==> src/rtl/swb_pkg.sv <==
package swb_pkg;

  typedef enum logic [2:0] {
    ST_IDLE,
    ST_PRE_HI,
    ST_RST_LO,
    ST_STRAP,
    ST_POST_HI,
    ST_WRITES,
    ST_FIN
  } seq_state_t;

  typedef enum logic [1:0] {
    WS_REQ,
    WS_WAIT,
    WS_END
  } wr_state_t;

  typedef struct packed {
    logic [7:0]  addr;
    logic [15:0] data;
  } boot_wr_t;

  typedef struct packed {
    logic rc_oe;
    logic rc_o;
    logic cs_oe;
    logic cs_o;
    logic sk_oe;
    logic sk_o;
    logic di_oe;
    logic di_o;
  } pin_drv_t;

  localparam int NUM_BOOT_WR = 2;

endpackage

==> src/rtl/swb_ms_timer.sv <==
module swb_ms_timer #(
  parameter int CLK_PER_MS = 1000,
  parameter int MS_W       = 8
) (
  input  logic            clk,
  input  logic            rst_n,
  input  logic            load,
  input  logic [MS_W-1:0] load_ms,
  output logic            expire
);
  localparam int PRE_W = (CLK_PER_MS > 1) ? $clog2(CLK_PER_MS) : 1;
  localparam logic [PRE_W-1:0] PRE_LAST = PRE_W'(CLK_PER_MS - 1);

  logic [PRE_W-1:0] pre_q;
  logic [MS_W-1:0]  ms_q;
  logic             run_q;
  logic             pre_last;

  assign pre_last = (pre_q == PRE_LAST);
  assign expire   = run_q && pre_last && (ms_q == MS_W'(1));

  always_ff @(posedge clk or negedge rst_n) begin
    if (!rst_n) begin
      pre_q <= '0;
      ms_q  <= '0;
      run_q <= 1'b0;
    end else if (load) begin
      pre_q <= '0;
      ms_q  <= load_ms;
      run_q <= (load_ms != '0);
    end else if (run_q) begin
      if (pre_last) begin
        pre_q <= '0;
        ms_q  <= ms_q - MS_W'(1);
        if (ms_q == MS_W'(1)) run_q <= 1'b0;
      end else begin
        pre_q <= pre_q + PRE_W'(1);
      end
    end
  end
endmodule

==> src/rtl/swb_pin_map.sv <==
module swb_pin_map
  import swb_pkg::*;
#(
  parameter bit SK_STRAP = 1'b1,
  parameter bit DI_STRAP = 1'b0
) (
  input  seq_state_t state,
  input  logic       rc_owned,
  output pin_drv_t   pins
);
  always_comb begin
    pins       = '0;
    pins.rc_o  = 1'b1;
    pins.rc_oe = rc_owned;
    unique case (state)
      ST_PRE_HI: begin
        pins.rc_oe = 1'b1;
        pins.rc_o  = 1'b1;
      end
      ST_RST_LO: begin
        pins.rc_oe = 1'b1;
        pins.rc_o  = 1'b0;
      end
      ST_STRAP: begin
        pins.rc_oe = 1'b1;
        pins.rc_o  = 1'b0;
        pins.sk_oe = 1'b1;
        pins.sk_o  = SK_STRAP;
        pins.di_oe = 1'b1;
        pins.di_o  = DI_STRAP;
      end
      ST_POST_HI: begin
        pins.rc_oe = 1'b1;
        pins.rc_o  = 1'b1;
        pins.sk_oe = 1'b1;
        pins.sk_o  = SK_STRAP;
        pins.di_oe = 1'b1;
        pins.di_o  = DI_STRAP;
      end
      default: begin
        pins.rc_oe = rc_owned;
        pins.rc_o  = 1'b1;
      end
    endcase
  end
endmodule

==> src/rtl/swb_wr_issue.sv <==
module swb_wr_issue
  import swb_pkg::*;
#(
  parameter int NUM = 2
) (
  input  logic                     clk,
  input  logic                     rst_n,
  input  logic                     en,
  input  boot_wr_t [NUM-1:0]       wr_list,
  input  logic                     cmd_ready,
  input  logic                     wr_done,
  output logic                     cmd_valid,
  output logic [7:0]               cmd_addr,
  output logic [15:0]              cmd_data,
  output logic                     fin
);
  localparam int IDX_W = (NUM > 1) ? $clog2(NUM) : 1;
  localparam logic [IDX_W-1:0] IDX_LAST = IDX_W'(NUM - 1);

  wr_state_t        ws_q;
  logic [IDX_W-1:0] idx_q;
  boot_wr_t         cur;

  assign cur       = wr_list[idx_q];
  assign cmd_valid = en && (ws_q == WS_REQ);
  assign cmd_addr  = cur.addr;
  assign cmd_data  = cur.data;
  assign fin       = en && (ws_q == WS_WAIT) && wr_done && (idx_q == IDX_LAST);

  always_ff @(posedge clk or negedge rst_n) begin
    if (!rst_n) begin
      ws_q  <= WS_REQ;
      idx_q <= '0;
    end else if (!en) begin
      ws_q  <= WS_REQ;
      idx_q <= '0;
    end else begin
      unique case (ws_q)
        WS_REQ:  if (cmd_ready) ws_q <= WS_WAIT;
        WS_WAIT: if (wr_done) begin
          if (idx_q == IDX_LAST) begin
            ws_q <= WS_END;
          end else begin
            idx_q <= idx_q + IDX_W'(1);
            ws_q  <= WS_REQ;
          end
        end
        default: ws_q <= WS_END;
      endcase
    end
  end
endmodule

==> src/rtl/switch_boot_seq.sv <==
module switch_boot_seq
  import swb_pkg::*;
#(
  parameter int          CLK_PER_MS    = 50000,
  parameter int          T_PRE_MS      = 20,
  parameter int          T_LOW_MS      = 100,
  parameter int          T_POST_MS     = 30,
  parameter logic [7:0]  PORT_REG_ADDR = 8'h09,
  parameter logic [15:0] PORT_REG_VAL  = 16'hBC1F,
  parameter logic [7:0]  MODE_REG_ADDR = 8'h11,
  parameter logic [15:0] MODE_REG_VAL  = 16'hFF30
) (
  input  logic        clk,
  input  logic        rst_n,
  input  logic        start,
  input  logic        rst_pin_en,
  output logic        busy,
  output logic        done,
  output logic        rc_oe,
  output logic        rc_o,
  output logic        cs_oe,
  output logic        cs_o,
  output logic        sk_oe,
  output logic        sk_o,
  output logic        di_oe,
  output logic        di_o,
  output logic        cmd_valid,
  input  logic        cmd_ready,
  output logic [7:0]  cmd_addr,
  output logic [15:0] cmd_data,
  input  logic        wr_done
);
  localparam int T_MAX_A = (T_PRE_MS > T_LOW_MS) ? T_PRE_MS : T_LOW_MS;
  localparam int T_MAX   = (T_MAX_A > T_POST_MS) ? T_MAX_A : T_POST_MS;
  localparam int MS_W    = $clog2(T_MAX + 1);

  seq_state_t                 st_q, st_d;
  logic                       tmr_load;
  logic [MS_W-1:0]            tmr_ms;
  logic                       tmr_exp;
  logic                       rc_own_q;
  logic                       wr_fin;
  logic                       wr_en;
  pin_drv_t                   pins;
  boot_wr_t [NUM_BOOT_WR-1:0] boot_list;

  assign boot_list[0] = '{addr: PORT_REG_ADDR, data: PORT_REG_VAL};
  assign boot_list[1] = '{addr: MODE_REG_ADDR, data: MODE_REG_VAL};

  always_comb begin
    st_d     = st_q;
    tmr_load = 1'b0;
    tmr_ms   = '0;
    unique case (st_q)
      ST_IDLE: if (start) begin
        if (rst_pin_en) begin
          st_d     = ST_PRE_HI;
          tmr_load = 1'b1;
          tmr_ms   = MS_W'(T_PRE_MS);
        end else begin
          st_d = ST_WRITES;
        end
      end
      ST_PRE_HI: if (tmr_exp) begin
        st_d     = ST_RST_LO;
        tmr_load = 1'b1;
        tmr_ms   = MS_W'(T_LOW_MS);
      end
      ST_RST_LO: if (tmr_exp) st_d = ST_STRAP;
      ST_STRAP: begin
        st_d     = ST_POST_HI;
        tmr_load = 1'b1;
        tmr_ms   = MS_W'(T_POST_MS);
      end
      ST_POST_HI: if (tmr_exp) st_d = ST_WRITES;
      ST_WRITES:  if (wr_fin) st_d = ST_FIN;
      ST_FIN:     st_d = ST_IDLE;
      default:    st_d = ST_IDLE;
    endcase
  end

  always_ff @(posedge clk or negedge rst_n) begin
    if (!rst_n) begin
      st_q     <= ST_IDLE;
      rc_own_q <= 1'b0;
    end else begin
      st_q <= st_d;
      if (st_d == ST_PRE_HI) rc_own_q <= 1'b1;
    end
  end

  swb_ms_timer #(
    .CLK_PER_MS (CLK_PER_MS),
    .MS_W       (MS_W)
  ) timer_i (
    .clk     (clk),
    .rst_n   (rst_n),
    .load    (tmr_load),
    .load_ms (tmr_ms),
    .expire  (tmr_exp)
  );

  swb_pin_map #(
    .SK_STRAP (1'b1),
    .DI_STRAP (1'b0)
  ) pin_map_i (
    .state    (st_q),
    .rc_owned (rc_own_q),
    .pins     (pins)
  );

  assign wr_en = (st_q == ST_WRITES);

  swb_wr_issue #(
    .NUM (NUM_BOOT_WR)
  ) wr_issue_i (
    .clk       (clk),
    .rst_n     (rst_n),
    .en        (wr_en),
    .wr_list   (boot_list),
    .cmd_ready (cmd_ready),
    .wr_done   (wr_done),
    .cmd_valid (cmd_valid),
    .cmd_addr  (cmd_addr),
    .cmd_data  (cmd_data),
    .fin       (wr_fin)
  );

  assign busy  = (st_q != ST_IDLE);
  assign done  = (st_q == ST_FIN);
  assign rc_oe = pins.rc_oe;
  assign rc_o  = pins.rc_o;
  assign cs_oe = pins.cs_oe;
  assign cs_o  = pins.cs_o;
  assign sk_oe = pins.sk_oe;
  assign sk_o  = pins.sk_o;
  assign di_oe = pins.di_oe;
  assign di_o  = pins.di_o;
endmodule

==> config.mk <==
export PLATFORM = sky130hd
export DESIGN_NAME = switch_boot_seq
export DESIGN_NICKNAME = d
export VERILOG_FILES = /design/src/rtl/swb_pkg.sv /design/src/rtl/swb_ms_timer.sv /design/src/rtl/swb_pin_map.sv /design/src/rtl/swb_wr_issue.sv /design/src/rtl/switch_boot_seq.sv
export SDC_FILE = /design/constraint.sdc
export NUM_CORES = 1
export LEC_CHECK = 0
export BUFFER_PORTS_ARGS = -buffer_cell sky130_fd_sc_hd__buf_2
export CORE_AREA = 2 2 55 83
export DETAILED_ROUTE_END_ITERATION = 8
export DIE_AREA = 0 0 57 85
export GPL_TIMING_DRIVEN = 0
export PLACE_DENSITY = 0.73
export SETUP_SLACK_MARGIN = 0.5
export SLEW_MARGIN = 20
export SYNTH_ARGS = -nofsm -noshare
export SYNTH_HDL_FRONTEND = slang
export SYNTH_SLANG_ARGS = --single-unit
==> constraint.sdc <==
create_clock -name clk -period 2.6 [get_ports clk]
set_input_delay 0.13 -clock clk [delete_from_list [all_inputs] [get_ports clk]]
set_output_delay 0.13 -clock clk [all_outputs]
set_load 0.1 [all_outputs]
# Word-level counts from Yosys, hierarchy flattened
# Cells that the tools add are included.
dict set report word_totals {
  register_bits 31
  input_bits 6
  output_inout_bits 35
  wordCells 81
}
dict set report classes {
  add_sub_neg 3
  order_cmp 1
  eq_ne 14
  n_mux 38
  reduce_logical 18
}
# operator count
set op_table {}
lappend op_table {{2-to-1 mux 16 bit} 3}
lappend op_table {{2-to-1 mux 7 bit} 4}
lappend op_table {{2-to-1 mux 24 bit} 1}
lappend op_table {{2-to-1 mux 21 bit} 1}
lappend op_table {{case mux 7 bit (3 select lines)} 1}
lappend op_table {{2-to-1 mux 3 bit} 6}
lappend op_table {{case mux 3 bit (6 select lines)} 1}
lappend op_table {{adder 16 x 1 -> 16 bit, second input constant} 1}
lappend op_table {{== test 16 bit, second input constant} 1}
lappend op_table {{2-to-1 mux 1 bit} 11}
lappend op_table {{2-to-1 mux 5 bit} 2}
lappend op_table {{== test 3 bit, second input constant} 3}
lappend op_table {{2-to-1 mux 2 bit} 4}
lappend op_table {{case mux 2 bit (2 select lines)} 2}
lappend op_table {{== test 7 x 1 -> 1 bit, second input constant} 1}
lappend op_table {{nonzero test 7 bit} 1}
lappend op_table {{subtractor 7 x 1 -> 7 bit, second input constant} 1}
lappend op_table {{== test 3 x 1 -> 1 bit, second input constant} 2}
lappend op_table {{== test 3 x 2 -> 1 bit, second input constant} 2}
lappend op_table {{logical AND 1 bit} 6}
lappend op_table {{!= test 3 bit, second input constant} 2}
lappend op_table {{AND reduction 2 bit} 3}
lappend op_table {{OR reduction 2 bit} 3}
lappend op_table {{2-to-1 mux 4 bit} 1}
lappend op_table {{other kinds (9)} 11}

# Longest topological paths before layout
dict set report depth {
  depth_word 7
  depth_mapped 7
  mapped_depth_nobuf 6
}

# By module
# Synthesis repeated with hierarchy kept, for this count alone.
dict set report hier_totals {
  hier_cells 239
  area_unflattened_um2 2277.2
}
# module n_inst cells_per_inst area_each_um2 seq_area_each_um2
set by_module_without_submodules {}
lappend by_module_without_submodules {swb_ms_timer 1 149 1387.6 600.6}
lappend by_module_without_submodules {swb_wr_issue 1 42 521.8 75.1}
lappend by_module_without_submodules {switch_boot_seq 1 35 284.0 100.1}
lappend by_module_without_submodules {swb_pin_map 1 13 83.8 0.0}

# Worst setup path after synthesis
# No wires, ideal clock.
dict set report synth_timing {
  path_type {flip-flop to output port}
  start {register st_q[1]}
  end {output cmd_valid}
  t_arrival_ns 2.880
  t_required_ns 2.470
  slack_ns -0.410
  stages_incl_launch_ff 5
  path_buffers 1
  cell_sequence {dfrtp_1 -> clkbuf_1 -> inv_1 -> nand3_1 -> nor3_1}
}
dict set report synth_between {
  elab_chain_len 2
}
# element line_no
set synth_lines {}
lappend synth_lines {{start: declaration} switch_boot_seq.sv:37} ;# seq_state_t st_q, st_d;
lappend synth_lines {{start signal: assignment} switch_boot_seq.sv:87} ;# st_q <= st_d;
lappend synth_lines {{== test 3 bit} switch_boot_seq.sv:112} ;# assign wr_en = (st_q == ST_WRITES);
lappend synth_lines {{logical AND 1 bit} swb_wr_issue.sv:25} ;# assign cmd_valid = en && (ws_q == WS_REQ);
lappend synth_lines {{end: declaration} switch_boot_seq.sv:27} ;# output logic cmd_valid,
# No other way between the ends.

# Worst setup path in the final report
dict set report layout_timing {
  start {register timer_i.pre_q[5]}
  end {register timer_i.ms_q[2]}
}
dict set report layout_between {
  elab_chain_len 7
  word_cells_on_any_way 11
  classes_between {eq/ne: 1; mux: 5; reduce/logical: 5}
}
# element line_no
set layout_lines {}
lappend layout_lines {{start: declaration} swb_ms_timer.sv:14} ;# logic [PRE_W-1:0] pre_q;
lappend layout_lines {{start signal: assignment} swb_ms_timer.sv:37} ;# pre_q <= pre_q + PRE_W'(1);
lappend layout_lines {{== test 16 bit (*)} swb_ms_timer.sv:19} ;# assign pre_last = (pre_q == PRE_LAST);
lappend layout_lines {{logical AND 1 bit (2 in a row)} swb_ms_timer.sv:20} ;# assign expire = run_q && pre_last && (ms_q == MS_W'(1));
lappend layout_lines {{2-to-1 mux 1 bit} switch_boot_seq.sv:64} ;# ST_PRE_HI: if (tmr_exp) begin
lappend layout_lines {{case mux 1 bit (3 select lines)} switch_boot_seq.sv:54} ;# unique case (st_q)
lappend layout_lines {{nonzero test 2 bit (no line)} -}
lappend layout_lines {{AND reduction 2 bit (no line)} -}
lappend layout_lines {{end signal: assignment} swb_ms_timer.sv:29} ;# ms_q <= load_ms;
lappend layout_lines {{end signal: assignment} swb_ms_timer.sv:34} ;# ms_q <= ms_q - MS_W'(1);
lappend layout_lines {{end: declaration} swb_ms_timer.sv:15} ;# logic [MS_W-1:0] ms_q;
# Every way passes the cells marked *; elsewhere a longest branch is shown, timed or not.
# A chain may end at the register's enable or synchronous reset.

==> qor.yml <==
synthesis:
  syn-cell-area_um2: 2010
  syn_avg_cell_area_um2: 9.09
  synth-simple-area-share_pct: 23.5
  netlist.area_leader.share_pct: 38.6
  ys_ff_latch: 31
  synth_flop_cell: "dfrtp_1"
  synth-warning-count: 0
  synth_cells: 221
  yosysTopAreaCell: "dfrtp_1"
  yosysSeqAreaShare_pct: 38.6
  synth_area_leaders: "dfrtp_1 39%, buf_4 10%, xor2_1 5.7%"
  synth-async-reset-ratio_pct: 100
  synthDistinctLibCells: 47
  ys_top_cells_by_count: "31 x dfrtp_1, 28 x buf_4, 23 x nor2_1"
  synthXorXnorAreaFrac_pct: 5.67
  synth_top_family_by_area: "simple AND/OR/NAND/NOR gates"
  synth_fa_ha_area_share_pct: 1.87
  synthMuxAreaShare_pct: 2.24
  yosysMostFrequentCell: "dfrtp_1"
  synth-compound-area-share_pct: 14.0
  synth_edf_count: 0
layout:
  final_design_area_no_fill_um2: 2570
  multi_input_area_um2: 1090
  drive_gt1_share_pct: 35.2
  fin_cells: 330
  post-route-util_pct: 62.0
  nets: 292
  seq_area_um2: 776
  syn_to_final_growth_pct: 27.7
  fill_cells: 355
  antenna_cells: 0
clock_network:
  clk-insertion-delay-late_ns: 0.29
  clock_sinks: 31
  path_clk_slew_ns: 0.07
  numCtsBuffers: 5
  htreeDepth: 2
  cts_tree: "built"
  cts.path.max_buffers: 2
  cts_root_buffer: "clkbuf_8"
timing:
  period_minus_slack_ns: 2.44
  finClkSkew_ns: 0.0133
  period_share_pct: 93.7
  slew_violations: 0
  finalSetupViolations: 0
  slew_headroom_pct: 53.1
  setup_tns_ns: 0
  tightest_slew_ns: 0.704
  rsz0062_at_grt: "yes"
  hold_violations: 0
  fmax_mhz: 410
pwr:
  powerDensity_nw_per_um2: 993
  power_mw: 2.55
  power_leakage_nw: 1.21
  vdd_drop_max_v: 0.00128
critical_path:
  worstPathMaxFanout: 4
  regToRegSetupSlack_ns: 0.16
  start_kind: "flop"
  cp.arrival_ns: 2.65
  path_class: "reg2reg"
  end_kind: "flop"
  r2r_cells: 7
  required_ns: 2.81
placement:
  placed_area_um2: 2250
  place.port_buffers: 23
  gp_congestion: 0.794
  placed_cells: 305
  dpl.hpwl_mm: 2.96
floorplan:
  die_area_um2: 4850
  initial_core_util_pct: 48.6
  rows: 29
  die_w_um: 57
  ios: 41
  die_y_um: 85
  core-area_um2: 4140
route:
  viasPerCell: 5.36
  vias: 1769
  drt_pass1_iterations: 4
  drtIter0Drc: 81
  drcViolationCount: 0
  drtAntennaViolNets: 0
  drt-wirelength-per-cell_um: 13.7
  wirelength_mm: 4.51
grt:
  grt_max_degree: 32
  grt_usage_pct: 18.7
  gr-total-overflow: 0
  grt_pass1_vias: 1618
  antenna_found_initial: 0
  grt_pass1_wl_mm: 7.20
hold_path:
  min_path_type: "in2reg"
  min_path_cells: 2
outcome:
  status: "finished, final reports clean"
run:
  cap_viol_max_count: 0
[critical path: stages, from the launching register on]
cell	delay [ns]
dfrtp_1	0.39
or4b_4	0.55
or4_4	0.55
buf_6	0.15
o41ai_4	0.34
buf_4	0.20
o22ai_2	0.05
a31oi_1	0.14
[routing by layer]
metal  part of all wire (%)  routed length [um]  track usage [%]
met1                     40                1820             20.0
met5                      0                   0                0
met2                     52                2340             33.4
met4                    2.8                 126             9.94
met3                    4.8                 217             4.27
[final cells by class]
| type | count | share of cell area, % |
|---|---|---|
| multi-input combinational | 160 | 42.5 |
| sequential | 31 | 30.2 |
| buffer | 40 | 10.8 |
| timing repair buffer | 40 | 10.3 |
| clock buffer | 7 | 2.97 |
| tap | 46 | 2.24 |
| inverter | 5 | 0.731 |
| clock inverter | 1 | 0.195 |
[report_power, final]
group | total [mW] | leakage (nW) | switching [mW] | internal [mW]
sequential | 0.713 | 0.388 | 0.121 | 0.592
clock | 0.364 | 0.0422 | 0.177 | 0.188
combinational | 1.47 | 0.783 | 1.06 | 0.409
total | 2.55 | 1.21 | 1.36 | 1.19
[through the flow]
step / hold slack [ns] / setup WS, ns
finish: 0.0708 / 0.163
global route: 0.105 / 0.0787
CTS: 0.0759 / 0.0854
detailed placement: 0.217 / 0.0166
global placement: 0.217 / 0.0396
floorplan: -0.166 / 0.223
[registers in the layout, indices dropped and copies added, names as in the netlist]
signal            cells
timer_i.ms_q          7
wr_issue_i.ws_q       2
timer_i.pre_q        16
st_q                  3
wr_issue_i.idx_q      1
timer_i.run_q         1
rc_own_q              1
[cells in the final DEF, fill, tap and decap left out, types with 2 or more instances in the layout]
cell type	netlist	final
buf_4	28	46
dfrtp_1	31	31
nor2_1	23	23
buf_2	1	18
conb_1	2	17
xor2_1	13	13
nand2_1	12	10
clkbuf_1	9	6
nand3_1	6	6
o21ai_0	7	6
o211ai_1	6	6
inv_1	5	5
clkbuf_2	0	5
a21oi_1	7	5
clkbuf_8	0	5
buf_6	0	4
nor3_1	6	4
o2111ai_1	4	4
or3_1	4	3
or4b_4	1	3
nor4_1	4	3
mux2i_1	3	3
a31oi_1	3	3
nand2b_1	3	3
a21o_1	3	3
and2_1	3	3
and3_1	3	3
and4_1	3	3
ha_1	3	3
nand4b_1	2	2
nand4_1	2	2
or4_4	0	2
nor3_2	0	2
nand3b_1	2	2
nor3b_1	2	2
[cell families (layout without fill, tap and decap cells)]
group,Yosys count,in the layout
muxes,4,4
AOI/OAI and AO/OA,38,38
xor gates and xnor gates,13,13
adders and majority gates,3,3
buffers and inverters,45,93
and+or+nand+nor,85,85
other,2,17
DFF,31,31
[repair_timing]
| item | CTS | global route |
|---|---|---|
| cloned | 1 | 0 |
| buffers inserted | 7 | 8 |
| hold endpoints to repair | 31 | 0 |
| pin swaps | 4 | 6 |
| hold buffers | 1 | 0 |
| setup endpoints to repair | 29 | 30 |
| gates resized for setup | 24 | 14 |
[final timing paths]
check | end | start
worst min register to register | rc_own_q$_DFFE_PN0N_ | rc_own_q$_DFFE_PN0N_
min in group asynchronous | wr_issue_i.ws_q[0]$_DFFE_PN0P_ | rst_n
worst min-delay path | wr_issue_i.ws_q[0]$_DFFE_PN0P_ | wr_done
max in group asynchronous | timer_i.pre_q[6]$_DFFE_PN0P_ | rst_n
worst max-delay path | timer_i.ms_q[2]$_DFFE_PN0P_ | timer_i.pre_q[5]$_DFFE_PN0P_
worst max register to register | timer_i.ms_q[2]$_DFFE_PN0P_ | timer_i.pre_q[5]$_DFFE_PN0P_
Note: power is estimated with default switching activity, not from simulation.
